**src/rtl/pm_pkg.sv**
```systemverilog
package pm_pkg;
   localparam int REG_W  = 18;   // register port data width
   localparam int AW     = 3;    // register port address width
   localparam int IRQ_N  = 16;   // interrupt request lines
   localparam int SRC_N  = 8;    // SMI sources
   localparam int CTRL_W = 4;

   typedef enum logic [AW-1:0] {
      A_CTRL   = 3'd0,
      A_SMIEN  = 3'd1,
      A_EVTEN  = 3'd2,
      A_RELOAD = 3'd3,
      A_SCLO   = 3'd4,
      A_SCHI   = 3'd5,
      A_REQ    = 3'd6
   } reg_addr_e;

   // control bits
   localparam int C_GATE   = 0;
   localparam int C_STPEN  = 1;
   localparam int C_SCALE  = 2;
   localparam int C_FREEZE = 3;

   // SMI source bits (request and enable share this order)
   localparam int S_IRQ1  = 0;
   localparam int S_IRQ3  = 1;
   localparam int S_IRQ4  = 2;
   localparam int S_IRQ8  = 3;
   localparam int S_IRQ12 = 4;
   localparam int S_TMR   = 5;
   localparam int S_EXT   = 6;
   localparam int S_APM   = 7;

   // system event enable bits
   localparam int E_NMI = 16;
   localparam int E_SMI = 17;
   localparam int E_HOLE = 2;    // cascade slot, not selectable
   localparam logic [REG_W-1:0] EVT_WMASK = ~(REG_W'(1) << E_HOLE);
endpackage

```
**src/rtl/pm_regs.sv**
```systemverilog
module pm_regs
   import pm_pkg::*;
#(
   parameter int TMR_W = 8,
   parameter int SCL_W = 4
) (
   input  logic                 clk,
   input  logic                 rst,
   input  logic                 we,
   input  logic [AW-1:0]        addr,
   input  logic [REG_W-1:0]     wdata,
   input  logic                 apm_wr,
   input  logic [SRC_N-1:0]     req_in,
   output logic [REG_W-1:0]     rdata,
   output logic [CTRL_W-1:0]    ctrl_q,
   output logic [SRC_N-1:0]     smi_en_q,
   output logic [REG_W-1:0]     evt_en_q,
   output logic [TMR_W-1:0]     reload_q,
   output logic [SCL_W-1:0]     sc_lo_q,
   output logic [SCL_W-1:0]     sc_hi_q,
   output logic                 reload_wr,
   output logic                 req_clr_we
);
   logic wr_ctrl;

   assign wr_ctrl    = we && (addr == A_CTRL);
   assign reload_wr  = we && (addr == A_RELOAD);
   assign req_clr_we = we && (addr == A_REQ);

   always_ff @(posedge clk) begin
      if (rst) begin
         ctrl_q   <= '0;
         smi_en_q <= '0;
         evt_en_q <= '0;
         reload_q <= '0;
         sc_lo_q  <= '0;
         sc_hi_q  <= '0;
      end else begin
         if (wr_ctrl)
            ctrl_q <= wdata[CTRL_W-1:0];
         // an APM command write always drops the stop-clock enable
         if (apm_wr)
            ctrl_q[C_STPEN] <= 1'b0;
         if (we && (addr == A_SMIEN))
            smi_en_q <= wdata[SRC_N-1:0];
         if (we && (addr == A_EVTEN))
            evt_en_q <= wdata & EVT_WMASK;
         if (reload_wr)
            reload_q <= wdata[TMR_W-1:0];
         if (we && (addr == A_SCLO))
            sc_lo_q <= wdata[SCL_W-1:0];
         if (we && (addr == A_SCHI))
            sc_hi_q <= wdata[SCL_W-1:0];
      end
   end

   always_comb begin
      rdata = '0;
      case (addr)
         A_CTRL:   rdata = REG_W'(ctrl_q);
         A_SMIEN:  rdata = REG_W'(smi_en_q);
         A_EVTEN:  rdata = evt_en_q;
         A_RELOAD: rdata = REG_W'(reload_q);
         A_SCLO:   rdata = REG_W'(sc_lo_q);
         A_SCHI:   rdata = REG_W'(sc_hi_q);
         A_REQ:    rdata = REG_W'(req_in);
         default:  rdata = '0;
      endcase
   end
endmodule

```
**src/rtl/pm_smi_rec.sv**
```systemverilog
module pm_smi_rec #(
   parameter int N = 8
) (
   input  logic         clk,
   input  logic         rst,
   input  logic [N-1:0] src,
   input  logic [N-1:0] en,
   input  logic         clr_we,
   input  logic [N-1:0] clr_mask,
   input  logic         gate,
   output logic [N-1:0] req,
   output logic         fired,
   output logic         smi_n
);
   logic [N-1:0] hit;

   assign hit = src & en;

   for (genvar i = 0; i < N; i++) begin : g_bit
      always_ff @(posedge clk) begin
         if (rst)
            req[i] <= 1'b0;
         else if (hit[i])
            req[i] <= 1'b1;
         else if (clr_we && clr_mask[i])
            req[i] <= 1'b0;
      end
   end

   assign fired = |hit;
   assign smi_n = ~(gate & (|req));
endmodule

```
**src/rtl/pm_fastoff.sv**
```systemverilog
module pm_fastoff #(
   parameter int TMR_W    = 8,
   parameter int PRESCALE = 4
) (
   input  logic             clk,
   input  logic             rst,
   input  logic             freeze,
   input  logic             reload_evt,
   input  logic [TMR_W-1:0] reload_val,
   input  logic             ld_we,
   input  logic [TMR_W-1:0] ld_val,
   output logic [TMR_W-1:0] count,
   output logic             expire
);
   localparam int PW = (PRESCALE > 1) ? $clog2(PRESCALE) : 1;

   logic tick;

   if (PRESCALE == 1) begin : g_nopre
      assign tick = ~freeze;
   end else begin : g_pre
      localparam logic [PW-1:0] PLAST = PW'(PRESCALE - 1);
      logic [PW-1:0] pre_q;
      always_ff @(posedge clk) begin
         if (rst)
            pre_q <= '0;
         else if (ld_we || reload_evt)
            pre_q <= '0;
         else if (!freeze)
            pre_q <= (pre_q == PLAST) ? '0 : pre_q + 1'b1;
      end
      assign tick = ~freeze & (pre_q == PLAST);
   end

   always_ff @(posedge clk) begin
      if (rst)
         count <= '0;
      else if (ld_we)
         count <= ld_val;
      else if (reload_evt)
         count <= reload_val;
      else if (tick && (count != '0))
         count <= count - 1'b1;
   end

   assign expire = tick && (count == TMR_W'(1));
endmodule

```
**src/rtl/pm_stpclk.sv**
```systemverilog
module pm_stpclk #(
   parameter int SCL_W = 4
) (
   input  logic             clk,
   input  logic             rst,
   input  logic             en,
   input  logic             scale_en,
   input  logic [SCL_W-1:0] lo_time,
   input  logic [SCL_W-1:0] hi_time,
   input  logic             start,
   input  logic             stop,
   output logic             active,
   output logic             stpclk_n
);
   logic             low_q;
   logic [SCL_W-1:0] cnt_q;
   logic [SCL_W-1:0] lo_len, hi_len, cur_len;

   assign lo_len  = (lo_time == '0) ? SCL_W'(1) : lo_time;
   assign hi_len  = (hi_time == '0) ? SCL_W'(1) : hi_time;
   assign cur_len = low_q ? lo_len : hi_len;

   always_ff @(posedge clk) begin
      if (rst) begin
         active <= 1'b0;
         low_q  <= 1'b1;
         cnt_q  <= '0;
      end else if (stop || !en) begin
         active <= 1'b0;
      end else if (!active && start) begin
         active <= 1'b1;
         low_q  <= 1'b1;
         cnt_q  <= '0;
      end else if (active && scale_en) begin
         if (cnt_q == cur_len - 1'b1) begin
            low_q <= ~low_q;
            cnt_q <= '0;
         end else begin
            cnt_q <= cnt_q + 1'b1;
         end
      end
   end

   assign stpclk_n = ~(active & (~scale_en | low_q));
endmodule

```
**src/rtl/pm_smi_throttle.sv**
```systemverilog
module pm_smi_throttle
   import pm_pkg::*;
#(
   parameter int TMR_W    = 8,
   parameter int SCL_W    = 4,
   parameter int PRESCALE = 4
) (
   input  logic             clk,
   input  logic             rst,
   input  logic             reg_we,
   input  logic [AW-1:0]    reg_addr,
   input  logic [REG_W-1:0] reg_wdata,
   output logic [REG_W-1:0] reg_rdata,
   input  logic [IRQ_N-1:0] irq_pulse,
   input  logic             nmi_pulse,
   input  logic             ext_smi_pulse,
   input  logic             apm_wr,
   input  logic             apm_rd,
   output logic             smi_n,
   output logic             stpclk_n
);
   if (TMR_W < 1 || TMR_W > REG_W) begin : g_bad_tmr
      $error("TMR_W out of range");
   end
   if (SCL_W < 1 || SCL_W > REG_W) begin : g_bad_scl
      $error("SCL_W out of range");
   end
   if (PRESCALE < 1) begin : g_bad_pre
      $error("PRESCALE must be at least 1");
   end

   logic [CTRL_W-1:0] ctrl_q;
   logic [SRC_N-1:0]  smi_en_q, req_q, src;
   logic [REG_W-1:0]  evt_en_q;
   logic [TMR_W-1:0]  reload_q, tmr_count;
   logic [SCL_W-1:0]  sc_lo_q, sc_hi_q;
   logic              reload_wr, req_clr_we, smi_fired, tmr_expire;
   logic              sys_evt, tmr_reload, stp_active;

   pm_regs #(.TMR_W(TMR_W), .SCL_W(SCL_W)) u_regs (
      .clk(clk), .rst(rst), .we(reg_we), .addr(reg_addr), .wdata(reg_wdata),
      .apm_wr(apm_wr), .req_in(req_q), .rdata(reg_rdata), .ctrl_q(ctrl_q),
      .smi_en_q(smi_en_q), .evt_en_q(evt_en_q), .reload_q(reload_q),
      .sc_lo_q(sc_lo_q), .sc_hi_q(sc_hi_q), .reload_wr(reload_wr),
      .req_clr_we(req_clr_we)
   );

   assign src[S_IRQ1]  = irq_pulse[1];
   assign src[S_IRQ3]  = irq_pulse[3];
   assign src[S_IRQ4]  = irq_pulse[4];
   assign src[S_IRQ8]  = irq_pulse[8];
   assign src[S_IRQ12] = irq_pulse[12];
   assign src[S_TMR]   = tmr_expire;
   assign src[S_EXT]   = ext_smi_pulse;
   assign src[S_APM]   = apm_wr;

   pm_smi_rec #(.N(SRC_N)) u_rec (
      .clk(clk), .rst(rst), .src(src), .en(smi_en_q), .clr_we(req_clr_we),
      .clr_mask(reg_wdata[SRC_N-1:0]), .gate(ctrl_q[C_GATE]), .req(req_q),
      .fired(smi_fired), .smi_n(smi_n)
   );

   assign sys_evt = (|(irq_pulse & evt_en_q[IRQ_N-1:0]))
                  | (nmi_pulse & evt_en_q[E_NMI])
                  | (smi_fired & evt_en_q[E_SMI]);
   assign tmr_reload = sys_evt | reload_wr;

   pm_fastoff #(.TMR_W(TMR_W), .PRESCALE(PRESCALE)) u_tmr (
      .clk(clk), .rst(rst), .freeze(ctrl_q[C_FREEZE]), .reload_evt(sys_evt),
      .reload_val(reload_q), .ld_we(reload_wr), .ld_val(reg_wdata[TMR_W-1:0]),
      .count(tmr_count), .expire(tmr_expire)
   );

   pm_stpclk #(.SCL_W(SCL_W)) u_stp (
      .clk(clk), .rst(rst), .en(ctrl_q[C_STPEN]), .scale_en(ctrl_q[C_SCALE]),
      .lo_time(sc_lo_q), .hi_time(sc_hi_q), .start(apm_rd),
      .stop(sys_evt | apm_wr), .active(stp_active), .stpclk_n(stpclk_n)
   );
endmodule

```
**config.mk**
```make
export PLATFORM = sky130hd
export DESIGN_NAME = pm_smi_throttle
export DESIGN_NICKNAME = d
export VERILOG_FILES = /design/src/rtl/pm_pkg.sv /design/src/rtl/pm_regs.sv /design/src/rtl/pm_smi_rec.sv /design/src/rtl/pm_fastoff.sv /design/src/rtl/pm_stpclk.sv /design/src/rtl/pm_smi_throttle.sv
export SDC_FILE = /design/constraint.sdc
export NUM_CORES = 1
export LEC_CHECK = 0
export ABC_AREA = 1
export CAP_MARGIN = 20
export CORE_ASPECT_RATIO = 1.4
export CORE_MARGIN = 2
export CORE_UTILIZATION = 45
export CTS_CLUSTER_SIZE = 14
export DETAILED_ROUTE_END_ITERATION = 8
export DONT_BUFFER_PORTS = 1
export MAX_ROUTING_LAYER = met4
export PLACE_DENSITY = 0.63
export SLEW_MARGIN = 20
export SYNTH_ARGS = -nofsm -noshare
export SYNTH_HDL_FRONTEND = slang
export SYNTH_HIERARCHICAL = 1
export SYNTH_SLANG_ARGS = --single-unit
```
**constraint.sdc**
```tcl
create_clock -name clk -period 2.8 [get_ports clk]
set_input_delay 0.56 -clock clk [delete_from_list [all_inputs] [get_ports clk]]
set_output_delay 0.56 -clock clk [all_outputs]
set_load 0.02 [all_outputs]
```
* After elaboration in Yosys (flattened, before gate mapping)
Index checks and enable logic that the tools add are counted.
** Operators by class
- Equal/unequal tests :: 9
- Reductions and logical operators :: 46
- Multiplexer cells :: 30
- Bitwise logic cells :: 17
- Add/subtract/negate cells :: 4
** Operators with widths (number)
- 18-bit case mux with 7 select lines :: 1
- 4-bit two-way mux :: 6
- 8-bit two-way mux :: 3
- 2-bit nonzero test :: 10
- 1-bit logical AND :: 19
- 1-bit two-way mux :: 19
- 16-bit AND :: 1
- 16-bit OR reduction :: 1
- 8-bit OR reduction :: 2
- 3-bit equality test, second input constant :: 3
- 8-bit AND :: 1
- 8-bit by 1-bit equality test with 1-bit output, second input constant :: 1
- 4-bit logical NOT :: 2
- 8-bit nonzero test :: 1
- 8-bit by 1-bit subtractor with 8-bit output, second input constant :: 1
- 3-bit by 2-bit equality test with 1-bit output, second input constant :: 2
- 1-bit NOT :: 6
- 2-bit OR reduction :: 3
- 1-bit AND :: 5
- 4-bit by 1-bit adder with 4-bit output, second input constant :: 1
- 4-bit equality test :: 1
- 1-bit OR :: 4
- 4-bit by 1-bit subtractor with 4-bit output, second input constant :: 1
- 3-bit by 1-bit equality test with 1-bit output, second input constant :: 1
- 9 further kinds :: 11
** Word-level totals
- Output and inout port bits :: 20
- Logic and storage cells :: 126
- Register bits :: 69

* Logic depth before layout (Yosys ltp)
- Word-level depth :: 11
- Gate-level depth with buffers :: 22
- Gate-level depth less buffers :: 21

* Cells and area by module
Netlist, hierarchy kept.
** Modules (own cells, without submodules)
- pm_regs :: cells an instance 402, area an instance 2521.2 sq um, times used 1
- pm_fastoff :: cells an instance 128, area an instance 783.3 sq um, times used 1
- pm_stpclk :: cells an instance 83, area an instance 534.3 sq um, times used 1
- pm_smi_rec :: cells an instance 56, area an instance 389.1 sq um, times used 1
- pm_smi_throttle :: cells an instance 33, area an instance 132.6 sq um, times used 1

* Least setup slack after synthesis
No wires, ideal clock.
- Kind :: reg-to-reg
- From :: register u_tmr.g_pre.pre_q[0]
- To :: register u_stp.cnt_q[3]
- Clock period less this slack :: 2.168 ns
- Stages on the path, launching flop included :: 22
- Setup slack :: 0.632 ns
- Path buffers :: 0
- Setup time :: 0.116 ns
- Required time :: 2.684 ns
- Arrival time :: 2.052 ns
- Cells stage by stage :: dfxtp_1 -> ha_1 -> inv_1 -> nor2_1 -> nand3_1 -> nor2_1 -> nand2_1 -> nand2_1 -> nor2_1 -> nand2_1 -> nand2_1 -> nand2_1 -> nor2_1 -> nand2_1 -> nor2_2 -> nand3_1 -> nor2_1 -> nand2_1 -> inv_1 -> nand4_1 -> xor2_1 -> nor2_2
** Between the ends
- Cells in the longest elaborated chain, start to end :: 11
** RTL lines
- start: declaration :: line pm_fastoff.sv:23 : logic [PW-1:0] pre_q;
- start signal: assignment :: line pm_fastoff.sv:30 : pre_q <= (pre_q == PLAST) ? '0 : pre_q + 1'b1;
- 2-bit equality test :: line pm_fastoff.sv:32 : assign tick = ~freeze & (pre_q == PLAST);
- 1-bit AND :: line pm_fastoff.sv:32
- 1-bit logical AND :: line pm_fastoff.sv:46 : assign expire = tick && (count == TMR_W'(1));
- net tmr_expire :: line pm_smi_throttle.sv:37 : logic reload_wr, req_clr_we, smi_fired, tmr_expire;
- 8-bit AND :: line pm_smi_rec.sv:17 : assign hit = src & en;
- 8-bit OR reduction :: line pm_smi_rec.sv:30 : assign fired = |hit;
- net smi_fired :: line pm_smi_throttle.sv:37
- 1-bit AND :: line pm_smi_throttle.sv:65 : | (smi_fired & evt_en_q[E_SMI]);
- 1-bit OR :: line pm_smi_throttle.sv:65
- 1-bit OR :: line pm_smi_throttle.sv:77 : .stop(sys_evt | apm_wr), .active(stp_active), .stpclk_n(stpclk_n)
- 1-bit logical OR :: line pm_stpclk.sv:28 : end else if (stop || !en) begin
- 1-bit NOT (no line)
- 2-bit AND reduction (no line)
- end signal: assignment :: line pm_stpclk.sv:39 : cnt_q <= cnt_q + 1'b1;
- end: declaration :: line pm_stpclk.sv:16 : logic [SCL_W-1:0] cnt_q;
The timed path passes the listed nets, and every way through them passes these cells.
A chain may end at the register's enable or synchronous reset.

* Worst setup path after layout
- From :: register u_tmr.g_pre.pre_q[0]
- To :: register u_tmr.count[1]
** Between the ends
- Cells in the longest elaborated chain, start to end :: 9
** RTL lines
- 2-bit equality test * :: line pm_fastoff.sv:32
- 1-bit AND * :: line pm_fastoff.sv:32
- 1-bit logical AND * :: line pm_fastoff.sv:46
- net tmr_expire :: line pm_smi_throttle.sv:37
- 8-bit AND * :: line pm_smi_rec.sv:17
- 8-bit OR reduction * :: line pm_smi_rec.sv:30
- net smi_fired :: line pm_smi_throttle.sv:37
- 1-bit AND * :: line pm_smi_throttle.sv:65
- 1-bit OR * :: line pm_smi_throttle.sv:65
- net sys_evt :: line pm_smi_throttle.sv:38 : logic sys_evt, tmr_reload, stp_active;
- 8-bit two-way mux :: line pm_fastoff.sv:40 : else if (reload_evt)
- 8-bit two-way mux :: line pm_fastoff.sv:38 : else if (ld_we)
- end signal: assignment :: line pm_fastoff.sv:39 : count <= ld_val;
- end signal: assignment :: line pm_fastoff.sv:41 : count <= reload_val;
- end signal: assignment :: line pm_fastoff.sv:43 : count <= count - 1'b1;
- end: declaration :: line pm_fastoff.sv:12 : output logic [TMR_W-1:0] count,
The timed path passes the listed nets; every way through them passes the cells marked *.

==> results.yml <==
route:
  wl_um: 11700
  firstDrtPassIters: 7
  num_vias: 4184
  drt_iter0_drc: 230
  postRouteAntennaNets: 0
  wl_per_cell_um: 14.5
  via_per_inst: 5.20
  drc: 0
synth:
  ys_ff_latch: 69
  syn-num-nets: 752
  yosysWarnings: 6
  yosysUniqueCellTypes: 36
  synth_area_leaders: "dfxtp_1, nand2_1, nor2_1, inv_1, nand4_1"
  yosysTopAreaCell: "dfxtp_1"
  synth-seq-area-share: 0.317
  synth_area_um2: 4360
  synth_top_area_share: 0.317
  syn_area_per_cell_um2: 6.21
  syn-instance-count: 702
cts:
  cts-root-buf: "clkbuf_16"
  cts.sinks: 69
  cts_buffer_depth: 2
  clk_pin_slew_worst_paths_ns: 0.06
  clk_latency_ns: 0.33
  cts_hold_buf: 0
  cts_buffers: 9
  cts_resized: 0
  htreeDepth: 3
  cts_setup_buffers: 0
  cts_tree: "done"
sta:
  rsz0062_at_grt: "false"
  final.min_clock_period_ns: 2.45
  fin_crit_sh: 0.877
  finClkSkew_ns: 0.00834
  tns_ns: 0
  finalSetupViolCount: 0
  tightest_slew_ns: 0.800
  max_freq_ghz: 0.407
  slew_viol_final: 0
  slew-limit-headroom: 0.461
  whs_ns: 0.286
  hold_viol_final: 0
global_routing:
  grt_pass1_vias: 3944
  grt_max_degree: 39
  overflow: 0
  grt_usage: 0.237
  antenna_found_initial: 1
  grt_pass1_wl_um: 19100
pwr:
  p_sw_frac: 0.284
  peakVddDrop_v: 0.000305
  p_int_mw: 1.84
  p_leak_nw: 2.14
  p_sw_mw: 0.731
  pwr-share-clk: 0.416
  power_density_nw_per_um2: 555
  sequentialPowerShare: 0.418
  pwr-share-comb: 0.166
die:
  core_um2: 9460
  ioPinCount: 64
  die_w_um: 87.2
  die_y_um: 120
  start_util: 0.461
  fp-row-count: 42
  fp.dieArea_um2: 10500
critical_path:
  crit_chain: "ha_1 -> inv_1 -> nor2_1 -> nand3_1 -> nor2_1 -> nand2_1 -> nand2_1 -> nor2_1 -> nand2_1 -> nand2_1 -> nand2_1 -> nor2_1 -> nand2_1 -> nor2_2 -> nand2_1 -> inv_2 -> o21ai_0 -> o21ai_0 -> o21ai_1 -> a21oi_1"
  critical-path-slowest-cell: "dfxtp_1"
  crit_fanout: 10
  endpoint_kind: "flop"
  required_ns: 3.01
  path_common_cell: "nand2_1"
  cp-start-kind: "flop"
  arrival_ns: 2.67
  path_class: "reg2reg"
  slowest_delay_ns: 0.35
layout:
  layout_common_cells: "nand2_1, nor2_1, inv_1, dfxtp_1, nand4_1"
  final_util: 0.490
  nets: 738
  layout_commonest_cell: "nand2_1"
  syn_to_final_growth_pct: 6.28
  fin_area_um2: 4630
  drive_above_1_share: 0.0939
flow_run:
  cap_viol_max_count: 0
worst_hold_path:
  hold_class: "in2reg"
placed_design:
  place_congestion: 0.863
  placed_area_um2: 4350
  io_buffers: 0
  dp_hpwl_um: 8720
status:
  status: "complete, no violations"
## metal layers
| metal | vias to the layer above | part of all wire | GRT usage |
|---|---|---|---|
| li1 | 2172 | - | - |
| met1 | 1882 | 0.43 | 0.288 |
| met2 | 115 | 0.50 | 0.396 |
| met3 | 15 | 0.058 | 0.0451 |
| met4 | 0 | 0.014 | 0.0692 |
| met5 | - | 0 | - |
## power groups by stage
stage	Combinational [mW]	Sequential, mW	Clock, mW
after CTS	0.426	1.08	1.08
after global routing	0.489	1.08	1.13
final	0.427	1.08	1.07
after global placement	0.419	1.10	0
after detailed placement	0.423	1.10	0
after floorplan	0.381	1.08	0
## registers in the layout, indices dropped and copies added (netlist names)
register           count
u_regs/ctrl_q          4
u_regs/sc_lo_q         4
u_stp/low_q            1
u_regs/reload_q        8
u_tmr/count            8
u_regs/sc_hi_q         4
u_regs/evt_en_q       17
u_tmr/g_pre.pre_q      2
u_stp/cnt_q            4
u_rec/req              8
u_stp/active           1
u_regs/smi_en_q        8
## cells in the mapped netlist (all sizes together)
cell type / count
ha: 6
nand2: 218
nor4: 1
o21ai: 20
nor3: 1
clkbuf: 7
dfxtp: 69
nand4: 45
clkinv: 1
xnor2: 1
inv: 88
a31oi: 1
xor2: 7
a21oi: 30
or2: 2
nand3: 39
nor2: 142
conb: 1
mux2i: 1
buf: 22
## through the flow
| stage | cells | setup slack [ns] | power, mW |
|---|---|---|---|
| finish | 804 | 0.345 | 2.57 |
| CTS | 802 | 0.345 | 2.59 |
| floorplan | 702 | 0.632 | 1.46 |
| global placement | 787 | 0.435 | 1.51 |
| global route | 804 | 0.0122 | 2.70 |
| detailed placement | 787 | 0.362 | 1.52 |
## layout make-up
cell class | count | area, um2
clock inverters | 1 | 5.00
well taps | 110 | 138
diodes | 2 | 5.00
multi-input cells | 515 | 2460
flip-flops and latches | 69 | 1380
clock buffers | 14 | 274
inverters | 89 | 344
fillers | 1002 | 4820
repair buffers | 4 | 30.0
## worst paths after layout
kind / startpoint / endpoint / slack [ns] / cells after the start
setup reg to reg: u_tmr/g_pre.pre_q[0] / u_tmr/count[1] / 0.35 / 20
setup / recovery: u_tmr/g_pre.pre_q[0] / u_tmr/count[1] / 0.35 / 20
hold reg to reg: u_rec/req[1] / u_rec/req[1] / 0.48 / 2
hold / removal: rst / u_rec/req[6] / 0.29 / 1
## worst max-delay path, delay by kind of cell (launching register included)
family | cells | cell delay [ns]
flops | 1 | 0.35
buf+inv | 2 | 0.18
compound gates | 4 | 0.43
simple gates | 13 | 1.24
fa+ha+maj | 1 | 0.15
## logic make-up after synthesis
kind of cell	synth area share
xor+xnor	0.0161
mux	0.00230
fa+ha+maj	0.0172
other cells	0.000860
buf+inv	0.120
simple gates	0.461
flops	0.317
compound gates	0.0666
Note: power is estimated with default switching activity, not from simulation.
